### config.mk
export PLATFORM = sky130hd
export DESIGN_NAME = tas_bus_master
export DESIGN_NICKNAME = d
export VERILOG_FILES = /design/src/rtl/tas_bus_master.sv
export SDC_FILE = /design/constraint.sdc
export NUM_CORES = 1
export LEC_CHECK = 0
export CAP_MARGIN = 5
export CORE_MARGIN = 5
export CORE_UTILIZATION = 38
export CTS_BUF_LIST = sky130_fd_sc_hd__clkbuf_4 sky130_fd_sc_hd__clkbuf_8 sky130_fd_sc_hd__clkbuf_16
export DETAILED_ROUTE_END_ITERATION = 16
export GPL_TIMING_DRIVEN = 0
export PLACE_DENSITY = 0.76
export SLEW_MARGIN = 20
export SYNTH_ARGS = -nofsm -noshare
export SYNTH_HDL_FRONTEND = slang
export SYNTH_SLANG_ARGS = --single-unit
### constraint.sdc
create_clock -name clk -period 1.7 [get_ports clk]
set_input_delay 0.425 -clock clk [delete_from_list [all_inputs] [get_ports clk]]
set_output_delay 0.425 -clock clk [all_outputs]
set_load 0.005 [all_outputs]
### src/rtl/tas_bus_master.sv
module tas_bus_master #(
  parameter int AW  = 23,
  parameter int FCW = 3
) (
  input  logic           clk,
  input  logic           rst_n,
  input  logic           start,
  input  logic [AW:0]    byte_addr,
  input  logic [FCW-1:0] fc_in,
  output logic [AW-1:0]  bus_addr,
  output logic [FCW-1:0] bus_fc,
  output logic           bus_rw,
  output logic           as_n,
  output logic           uds_n,
  output logic           lds_n,
  output logic           addr_oe,
  output logic           data_oe,
  output logic [15:0]    data_out,
  input  logic [15:0]    data_in,
  input  logic           dtack_n,
  input  logic           berr_n,
  output logic           busy,
  output logic           done,
  output logic           err,
  output logic           flag_z,
  output logic           flag_n
);

  typedef enum logic [2:0] {
    S_IDLE, S_RADDR, S_RSTRB, S_RGAP, S_WSETUP, S_WSTRB, S_END
  } st_t;

  st_t            st;
  logic [1:0]     ack_sy, berr_sy;
  logic [AW:0]    addr_q;
  logic [FCW-1:0] fc_q;
  logic [7:0]     rd_q;

  wire ack_s   = ack_sy[1];
  wire berr_s  = berr_sy[1];
  wire lane_lo = addr_q[0];
  wire ds_on   = (st == S_RSTRB) || (st == S_WSTRB);
  wire as_on   = (st == S_RSTRB) || (st == S_RGAP) || (st == S_WSETUP) || (st == S_WSTRB);
  wire wr_ph   = (st == S_WSETUP) || (st == S_WSTRB) || (st == S_END);
  wire [7:0] lane_byte = lane_lo ? data_in[7:0] : data_in[15:8];
  wire [7:0] wr_byte   = rd_q | 8'h80;

  assign busy     = (st != S_IDLE);
  assign as_n     = ~as_on;
  assign uds_n    = ~(ds_on & ~lane_lo);
  assign lds_n    = ~(ds_on & lane_lo);
  assign bus_rw   = ~wr_ph;
  assign addr_oe  = busy;
  assign data_oe  = wr_ph;
  assign bus_addr = addr_oe ? addr_q[AW:1] : '0;
  assign bus_fc   = addr_oe ? fc_q : '0;
  assign data_out = data_oe ? {wr_byte, wr_byte} : '0;

  always_ff @(posedge clk or negedge rst_n) begin
    if (!rst_n) begin
      ack_sy  <= '0;
      berr_sy <= '0;
    end else begin
      ack_sy  <= {ack_sy[0], ~dtack_n};
      berr_sy <= {berr_sy[0], ~berr_n};
    end
  end

  always_ff @(posedge clk or negedge rst_n) begin
    if (!rst_n) begin
      st     <= S_IDLE;
      addr_q <= '0;
      fc_q   <= '0;
      rd_q   <= '0;
      done   <= 1'b0;
      err    <= 1'b0;
      flag_z <= 1'b0;
      flag_n <= 1'b0;
    end else begin
      done <= 1'b0;
      err  <= 1'b0;
      if (as_on && berr_s) begin
        st  <= S_IDLE;
        err <= 1'b1;
      end else begin
        case (st)
          S_IDLE:
            if (start) begin
              addr_q <= byte_addr;
              fc_q   <= fc_in;
              st     <= S_RADDR;
            end
          S_RADDR:
            if (!ack_s && !berr_s) st <= S_RSTRB;
          S_RSTRB:
            if (ack_s) begin
              rd_q <= lane_byte;
              st   <= S_RGAP;
            end
          S_RGAP:
            if (!ack_s) st <= S_WSETUP;
          S_WSETUP:
            st <= S_WSTRB;
          S_WSTRB:
            if (ack_s) st <= S_END;
          S_END: begin
            st     <= S_IDLE;
            done   <= 1'b1;
            flag_z <= (rd_q == 8'h00);
            flag_n <= rd_q[7];
          end
          default: st <= S_IDLE;
        endcase
      end
    end
  end

  a_r2_one_lane: assert property (@(posedge clk) disable iff (!rst_n)
    !(!uds_n && !lds_n));
  a_r2_ds_under_as: assert property (@(posedge clk) disable iff (!rst_n)
    (!uds_n || !lds_n) |-> !as_n);
  a_r3_setup_before_as: assert property (@(posedge clk) disable iff (!rst_n)
    $fell(as_n) |-> $past(addr_oe) && $past(bus_rw) && bus_rw);
  a_r5_addr_stable: assert property (@(posedge clk) disable iff (!rst_n)
    (!as_n && $past(!as_n)) |-> $stable(bus_addr));
  a_r5_write_inside_as: assert property (@(posedge clk) disable iff (!rst_n)
    $fell(bus_rw) |-> !as_n && $past(!as_n) && uds_n && lds_n);
  a_r6_write_bit7: assert property (@(posedge clk) disable iff (!rst_n)
    (data_oe && !bus_rw) |-> data_out[15] && data_out[7]);
  a_r7_done_after_write: assert property (@(posedge clk) disable iff (!rst_n)
    done |-> $past(!bus_rw) && $past(as_n) && bus_rw && !addr_oe);
  a_r9_err_quiet: assert property (@(posedge clk) disable iff (!rst_n)
    err |-> as_n && uds_n && lds_n && !done);

endmodule

Yosys cells after proc, flatten, opt, wreduce, memory -nomap -nowiden
Cells that the tools add are included.
- output and inout port bits: 53
- bits of input ports: 48
- register bits after elaboration: 46
- multiplexer cells: 14
- bitwise operators: 10
- equal/unequal tests: 11
- reductions and logical operators: 17
- operators with widths (cell ; count):
    2-to-1 mux 23 bit ; 1
    2-to-1 mux 3 bit ; 7
    one-hot mux 3 bit (6 select lines) ; 1
    2-to-1 mux 16 bit ; 1
    == test 3 bit, second input constant ; 3
    inequality test 3 x 2 -> 1 bit, second input constant ; 3
    zero test 8 bit ; 1
    2-to-1 mux 8 bit ; 1
    NOT 1 bit ; 8
    == test 3 x 2 -> 1 bit, second input constant ; 2
    logical OR 1 bit ; 6
    inequality test 3 bit, second input constant ; 2
    AND reduction 3 bit ; 2
    AND reduction 5 bit ; 1
    == test 3 x 1 -> 1 bit, second input constant ; 1
    zero test 3 bit ; 1
    2-to-1 mux 1 bit ; 3
    nonzero test 3 bit ; 1
    bitwise AND 1 bit ; 2
    logical AND 1 bit ; 2
    zero test 1 bit ; 2
    AND reduction 2 bit ; 1

Longest topological paths before layout
Gate-level depths: netlist of run 1.
- depth after elaboration: 7
- gate-level depth with buffers: 6

Worst setup path before layout of run 1
OpenSTA, ideal clock, no wires.
- kind: reg-to-output
- start point: reg st[1]
- end point: out data_out[10]
- slack: -74 ps
- arrival: 1349 ps
- stages on the path, launching flop included: 5
- required time: 1275 ps
- buffers on the path: 2
- path through: dfrtp_1 > buf_2 > a21boi_1 > and2_1 > buf_4
- cells in the longest elaborated chain, start to end: 4
- ends and longest elaborated chain (what ; line ; source):
    start: declaration ; 33 ; st_t st;
    start signal: assignment ; 71 ; st <= S_IDLE;
    start signal: assignment ; 83 ; st <= S_IDLE;
    start signal: assignment ; 91 ; st <= S_RADDR;
    == test 3 bit ; 44 ; wire wr_ph = (st == S_WSETUP) || (st == S_WSTRB) || (st == S_END);
    logical OR 1 bit ; 44 ;
    logical OR 1 bit (*) ; 44 ;
    net data_oe ; 17 ; output logic data_oe,
    2-to-1 mux 16 bit (*) ; 57 ; assign data_out = data_oe ? {wr_byte, wr_byte} : '0;
    end: declaration ; 18 ; output logic [15:0] data_out,
The timed path passes the listed nets; every way through them passes the cells marked *.

Worst setup path in the final report of run 1
- start point: reg st[2]
- end point: out bus_addr[0]
- cells in the longest elaborated chain, start to end: 2
- ends and longest elaborated chain (what ; line ; source):
    nonzero test 3 bit ; 48 ; assign busy = (st != S_IDLE);
    2-to-1 mux 23 bit ; 55 ; assign bus_addr = addr_oe ? addr_q[AW:1] : '0;
    end: declaration ; 10 ; output logic [AW-1:0] bus_addr,
Every way passes these cells.

==> flow_summary_export.csv, run 1 <==
group,metric,value,unit
status,status,"finished, violations left",
status,violations,"negative setup slack",
floorplan,start_util,39.4,%
cells_and_area,regArea,1150,um2
worst_setup_path,worst_setup_path_end_kind,"output pin",
timing,final_hold_viol_count,0,
global_routing,grt_pass1_wl,9800,um
pwr,peakVddDrop,1020,uV
floorplan,die_y,88.6,um
pwr,powerDensity,1640,nW/um2
place,place_area,3460,um2
clock_network,clk_pin_slew,0.09,ns
yosys,synthCells,188,
worst_setup_path,path_common_cell,"buf_6",
cells_and_area,utilization,69.5,%
yosys,async_flop_share,100,%
floorplan,io_pins,101,
pwr,p_int,4720,uW
worst_setup_path,r2r_start,"st[2]$_DFFE_PN0P_",
pwr,clkPwrFrac,14.8,%
yosys,synth.ff_latch_count,46,
cells_and_area,fillCellCount,445,
yosys,synth_ff_type,"dfrtp_1",
cells_and_area,finalNetCount,381,
timing,fmax,484,MHz
worst_setup_path,worstPathArrival,1.64,ns
yosys,synth_top_area_share,49.0,%
clock_network,cts_sinks,46,
timing,finalCritPeriodShare,121,%
cells_and_area,n_antenna_cell,0,
route,remaining_drc_errors,0,
pwr,p_comb_share,58.3,%
pwr,p_leak,0.00194,uW
route,avgViaCountPerCell,4.73,
timing,slew_headroom,57.3,%
cells_and_area,area_growth,76.2,%
worst_setup_path,critPathLaunchType,"flip-flop",
floorplan,die_w,88.6,um
pwr,switchingPower,2050,uW
clock_network,cts_buffers,5,
yosys,synth-edff-count,0,
yosys,ys_seq_area_share,49.0,%
route,firstDrtPassIters,4,
route,via_count,1934,
place,pre_cts_ws,-0.692,ns
cells_and_area,drive_gt1_share,50.0,%
yosys,yosysWarningCount,0,
yosys,synth_top_area_cell,"dfrtp_1",
global_routing,antenna_found_initial,0,
timing,worstMarginPinSlew,0.640,ns
worst_setup_path,max_stage_delay,0.39,ns
hold_path,hp-class,"primary input to async pin",
timing,finalMaxSlewViolations,0,
place,place.gp.congestion,0.730,
yosys,ys_types,32,
yosys,netlist_top_cells_count,"dfrtp_1 (46), nor2b_1 (24), mux2_4 (20), buf_4 (11), a21oi_1 (10)",
route,drtAntennaViolNets,0,
worst_setup_path,critical_path.startpoint,"st[2]$_DFFE_PN0P_",
yosys,synth.most_common_cell,"dfrtp_1",
global_routing,grt_max_degree,28,
clock_network,clock_latency,0.30,ns
timing,tns,-17.86,ns
worst_setup_path,slowest_stage,"dfrtp_1",
clock_network,cts_buffer_depth,2,
route,routedWlPerCell,15.4,um
place,place_hpwl,4000,um
floorplan,fp.dieArea,7850,um2
timing,finalSetupViolCount,76,
yosys,syn-num-nets,236,
place,io_buffers,100,
cells_and_area,multi_input_area,1120,um2
global_routing,grt_pass1_vias,1988,
timing,worst_slack,-0.364,ns
global_routing,grt_usage,16.3,%
pwr,pwr-share-seq,26.9,%
floorplan,rows,28,
timing,rsz0062_at_grt,"true",
floorplan,core-area,5960,um2
yosys,yosys-top-cells-area,"dfrtp_1 (49%), mux2_4 (13%), nor2b_1 (6.4%)",
yosys,synth_area,2350,um2
yosys,syn_avg_cell_area,12.5,um2
cells_and_area,finalInstanceArea,4140,um2
worst_setup_path,critPathMaxFanout,5,
worst_setup_path,worstPathRequired,1.27,ns
timing,fin_worst_skew,0.00714,ns
route,drt_wl_total,6310,um
route,drtIter0Drc,35,
pwr,swShare,30.3,%
global_routing,grt_overflow_total,0,
pwr,total_power,6770,uW
worst_setup_path,critPathKind,"flip-flop to output pin",
clock_network,htreeDepth,2,
clock_network,clockRootBuffer,"clkbuf_8",
clock_network,cts_tree,"done",
timing,layout_min_cycle_time,2.06,ns
worst_setup_path,cp_cell_sequence,"buf_6, nor3_4, buf_6, buf_6, and2b_1, buf_2",
job,maxCapViolations,0,
[per-stage QoR]
stage / hold WS [ns] / instances
2_1_floorplan: 0.129 / 188
3_3_place_gp: 0.331 / 363
3_5_place_dp: 0.336 / 364
4_1_cts: 0.0772 / 405
5_1_grt: 0.0990 / 409
6_report: 0.0733 / 409
[power groups by stage]
stage          Combinational (uW)  Clock [uW]  Sequential [uW]
3_3_place_gp                 3030           0             1820
5_1_grt                      4230        1080             1880
6_report                     3940        1000             1820
3_5_place_dp                 3070           0             1820
2_1_floorplan                1720           0             1760
4_1_cts                      3650        1020             1810
[path summary, 6_finish.rpt]
path	to	slack (ns)	cells after the start
hold reg to reg	berr_sy[1]$_DFF_PN0_	0.36	0
hold / removal	err$_DFF_PN0_	0.07	1
min in group clk	berr_sy[1]$_DFF_PN0_	0.36	0
setup / recovery	bus_addr[0]	-0.36	6
setup reg to reg	addr_q[10]$_DFFE_PN0P_	-0.23	9
max in group asynchronous	addr_q[14]$_DFFE_PN0P_	1.12	2
[worst max-delay path: cells and delay by family, from the launching register on]
family	cells	cell delay (ns)
buf+inv	4	0.52
flops	1	0.39
simple gates	2	0.44
[area by class of cell]
class	instances	area share [%]
Timing Repair Buffer	141	33.5
Inverter	5	0.514
Clock buffer	6	2.00
Multi-Input combinational cell	117	27.1
Tap cell	75	2.27
Sequential cell	46	27.9
Buffer	17	5.29
Clock inverter	2	1.45
[registers in the layout (all words and copies together), names as in the netlist, 2 cells and up]
| signal | cells |
|---|---|
| ack_sy | 2 |
| st | 3 |
| fc_q | 3 |
| rd_q | 8 |
| addr_q | 24 |
| berr_sy | 2 |
[placed cells by master, fill, tap and decap left out, drive strengths merged, types with 4 or more instances in the layout]
master / synthesis / routed
buf: 17 / 103
clkdlybuf4s50: 0 / 50
dfrtp: 46 / 46
mux2: 28 / 28
nor2b: 24 / 24
clkbuf: 4 / 11
a21oi: 10 / 10
and2: 8 / 8
mux2i: 8 / 8
a31oi: 8 / 8
and2b: 6 / 6
inv: 5 / 5
nand2: 4 / 4
nor2: 4 / 4
[kinds of logic (layout without fill, tap and decap cells)]
| kind of cell | Yosys count | after routing | share of synthesized area [%] |
|---|---|---|---|
| AND/OR/NAND/NOR | 55 | 55 | 15.8 |
| AO/OA/AOI/OAI | 24 | 25 | 6.08 |
| buffers and inverters | 26 | 171 | 8.69 |
| XOR/XNOR | 1 | 1 | 0.373 |
| multiplexers | 36 | 36 | 20.0 |
| flip-flops | 46 | 46 | 49.0 |
[layer usage]
layer / share of wire (%) / wire [um] / track usage [%]
met5: 0 / 0 / 0
met4: 0.43 / 27 / 2.88
met3: 7.2 / 456 / 4.75
met2: 52 / 3250 / 28.5
met1: 41 / 2570 / 20.4
[what timing repair did]
item	in CTS	in global routing
resized for setup	267	35
gates cloned	4	1
endpoints found under the setup margin	70	84
setup buffers	33	9
hold endpoints to repair	0	0
hold buffers	0	0
pin swaps	14	6
No activity file was read; power rests on OpenSTA's default activity.
==> run 2: changes to the inputs <==
Settings changed: REMOVE_ABC_BUFFERS set to 1.
==> flow_summary_export.csv, run 2 (synthesis gave the netlist of run 1 again) <==
group,metric,value,unit
status,status,"finished, violations left",
status,violations,"negative setup slack",
pwr,p_leak,0.00185,uW
worst_setup_path,worstPathArrival,1.63,ns
clock_network,cts_buffers,5,
timing,rsz0062_at_grt,"true",
worst_setup_path,worst_setup_path_end_kind,"output pin",
clock_network,clockRootBuffer,"clkbuf_8",
route,routedWlPerCell,17.6,um
worst_setup_path,crit_buf_inv,4,
route,avgViaCountPerCell,4.78,
job,maxCapViolations,0,
route,drt_wl_total,7080,um
route,drtIter0Drc,60,
timing,layout_min_cycle_time,2.05,ns
route,highest_layer,"met4",
cells_and_area,finalNetCount,375,
timing,final_hold_viol_count,0,
worst_setup_path,critPathMaxFanout,6,
timing,tns,-16.47,ns
global_routing,antenna_found_initial,0,
route,firstDrtPassIters,4,
route,via_count,1926,
cells_and_area,final_common_cell,"clkdlybuf4s50_1",
global_routing,grt_pass1_wl,11400,um
hold_path,hp-class,"primary input to async pin",
pwr,peakVddDrop,810,uV
floorplan,die_w,88.6,um
clock_network,clk_pin_slew,0.09,ns
place,pre_cts_ws,-1.10,ns
route,remaining_drc_errors,0,
timing,fin_worst_skew,0.00966,ns
floorplan,die_y,88.6,um
clock_network,cts_buffer_depth,2,
clock_network,cts_sinks,46,
global_routing,grt_overflow_total,0,
timing,worst_slack,-0.352,ns
worst_setup_path,path_common_cell,"buf_6",
timing,worstMarginPinSlew,0.644,ns
floorplan,core-area,5960,um2
worst_setup_path,critPathTopFamily,"buffers and inverters",
timing,finalMaxSlewViolations,0,
route,wl_met3,393,um
cells_and_area,drive_gt1_share,49.4,%
cells_and_area,n_antenna_cell,0,
floorplan,fp.dieArea,7850,um2
clock_network,hold_buffers,0,
timing,finalSetupViolCount,76,
clock_network,clock_latency,0.29,ns
floorplan,io_pins,101,
worst_setup_path,critPathKind,"flip-flop to output pin",
cells_and_area,utilization,66.3,%
floorplan,start_util,39.4,%
floorplan,rows,28,
route,drtAntennaViolNets,0,
cells_and_area,stdcell_count,403,
place,place.gp.congestion,0.752,
timing,finalCritPeriodShare,121,%
global_routing,grt_pass1_vias,2147,
global_routing,grt_usage,19.2,%
cells_and_area,layout_common_cells,"clkdlybuf4s50_1 (50), buf_6 (48), dfrtp_1 (43)",
cells_and_area,area_growth,68.2,%
timing,slew_headroom,57.1,%
worst_setup_path,critPathLaunchType,"flip-flop",
timing,fmax,487,MHz
clock_network,htreeDepth,2,
pwr,powerDensity,1600,nW/um2
place,place_hpwl,4040,um
cells_and_area,largest_registers,"addr_q x24, rd_q x8",
place,place_area,3280,um2
global_routing,grt_max_degree,27,
cells_and_area,largest_reg_flops,24,
place,io_buffers,100,
worst_setup_path,slowest_stage,"dfrtp_2",
worst_setup_path,cp_cell_sequence,"buf_6, nor3_4, buf_6, buf_6, and2b_1, buf_2",
cells_and_area,finalInstanceArea,3950,um2
clock_network,cts_tree,"done",
route,drt-met1-wl,2930,um
route,dr_wl_met2,3680,um
cells_and_area,regMostFlops,"addr_q",
worst_setup_path,worstPathRequired,1.27,ns
worst_setup_path,max_stage_delay,0.47,ns
place,placedCellCount,343,
-- run 2: where the power goes --
part	internal (uW)	total (uW)	switching [uW]
Clock	345	703	358
Combinational	2360	3700	1340
Sequential	1560	1920	357
Total	4260	6320	2060
-- run 2: per-layer routing --
layer | vias to the layer above | track usage, %
met2 | 63 | 34.3
met5 | - | 0
met1 | 942 | 24.2
li1 | 913 | -
met4 | 0 | 4.67
met3 | 8 | 3.17
-- run 2: worst paths after layout --
path | start | end | slack, ns | cells past startpoint
max in group asynchronous | rst_n | rd_q[6]$_DFFE_PN0P_ | 1.02 | 2
setup reg to reg | st[0]$_DFFE_PN0P_ | addr_q[18]$_DFFE_PN0P_ | -0.20 | 7
hold reg to reg | berr_sy[0]$_DFF_PN0_ | berr_sy[1]$_DFF_PN0_ | 0.35 | 0
setup / recovery | st[0]$_DFFE_PN0P_ | bus_addr[0] | -0.35 | 6
min in group clk | berr_sy[0]$_DFF_PN0_ | berr_sy[1]$_DFF_PN0_ | 0.35 | 0
hold / removal | rst_n | flag_n$_DFFE_PN0P_ | 0.15 | 1
-- run 2: through the flow --
stage	hold WS, ns	power [uW]
after global routing	0.184	6750
final	0.146	6320
after global placement	0.335	4600
after floorplan	0.129	3240
after CTS	0.150	6300
after detailed placement	0.337	4690
-- run 2: cell type report --
type | count | area (um2)
Clock buffer | 7 | 90.1
Clock inverter | 1 | 5.00
Fill cell | 462 | 2010
Inverter | 5 | 18.8
Multi-Input combinational cell | 118 | 1110
Sequential cell | 46 | 1160
Tap cell | 75 | 93.8
Timing Repair Buffer | 151 | 1480
-- run 2: worst reg2reg max path: cells and delay by family, from the launching register on --
family	cells	cell delay, ns
multiplexers	1	0.31
buffers and inverters	4	0.61
flip-flops	1	0.47
AND/OR/NAND/NOR	2	0.40
-- run 2: timing repair --
item                                    4_1_cts  5_1_grt
endpoints found under the setup margin       84       77
setup buffers                                46        9
gates cloned                                  3        0
gates resized for setup                     260       22
pin swaps                                    14        3
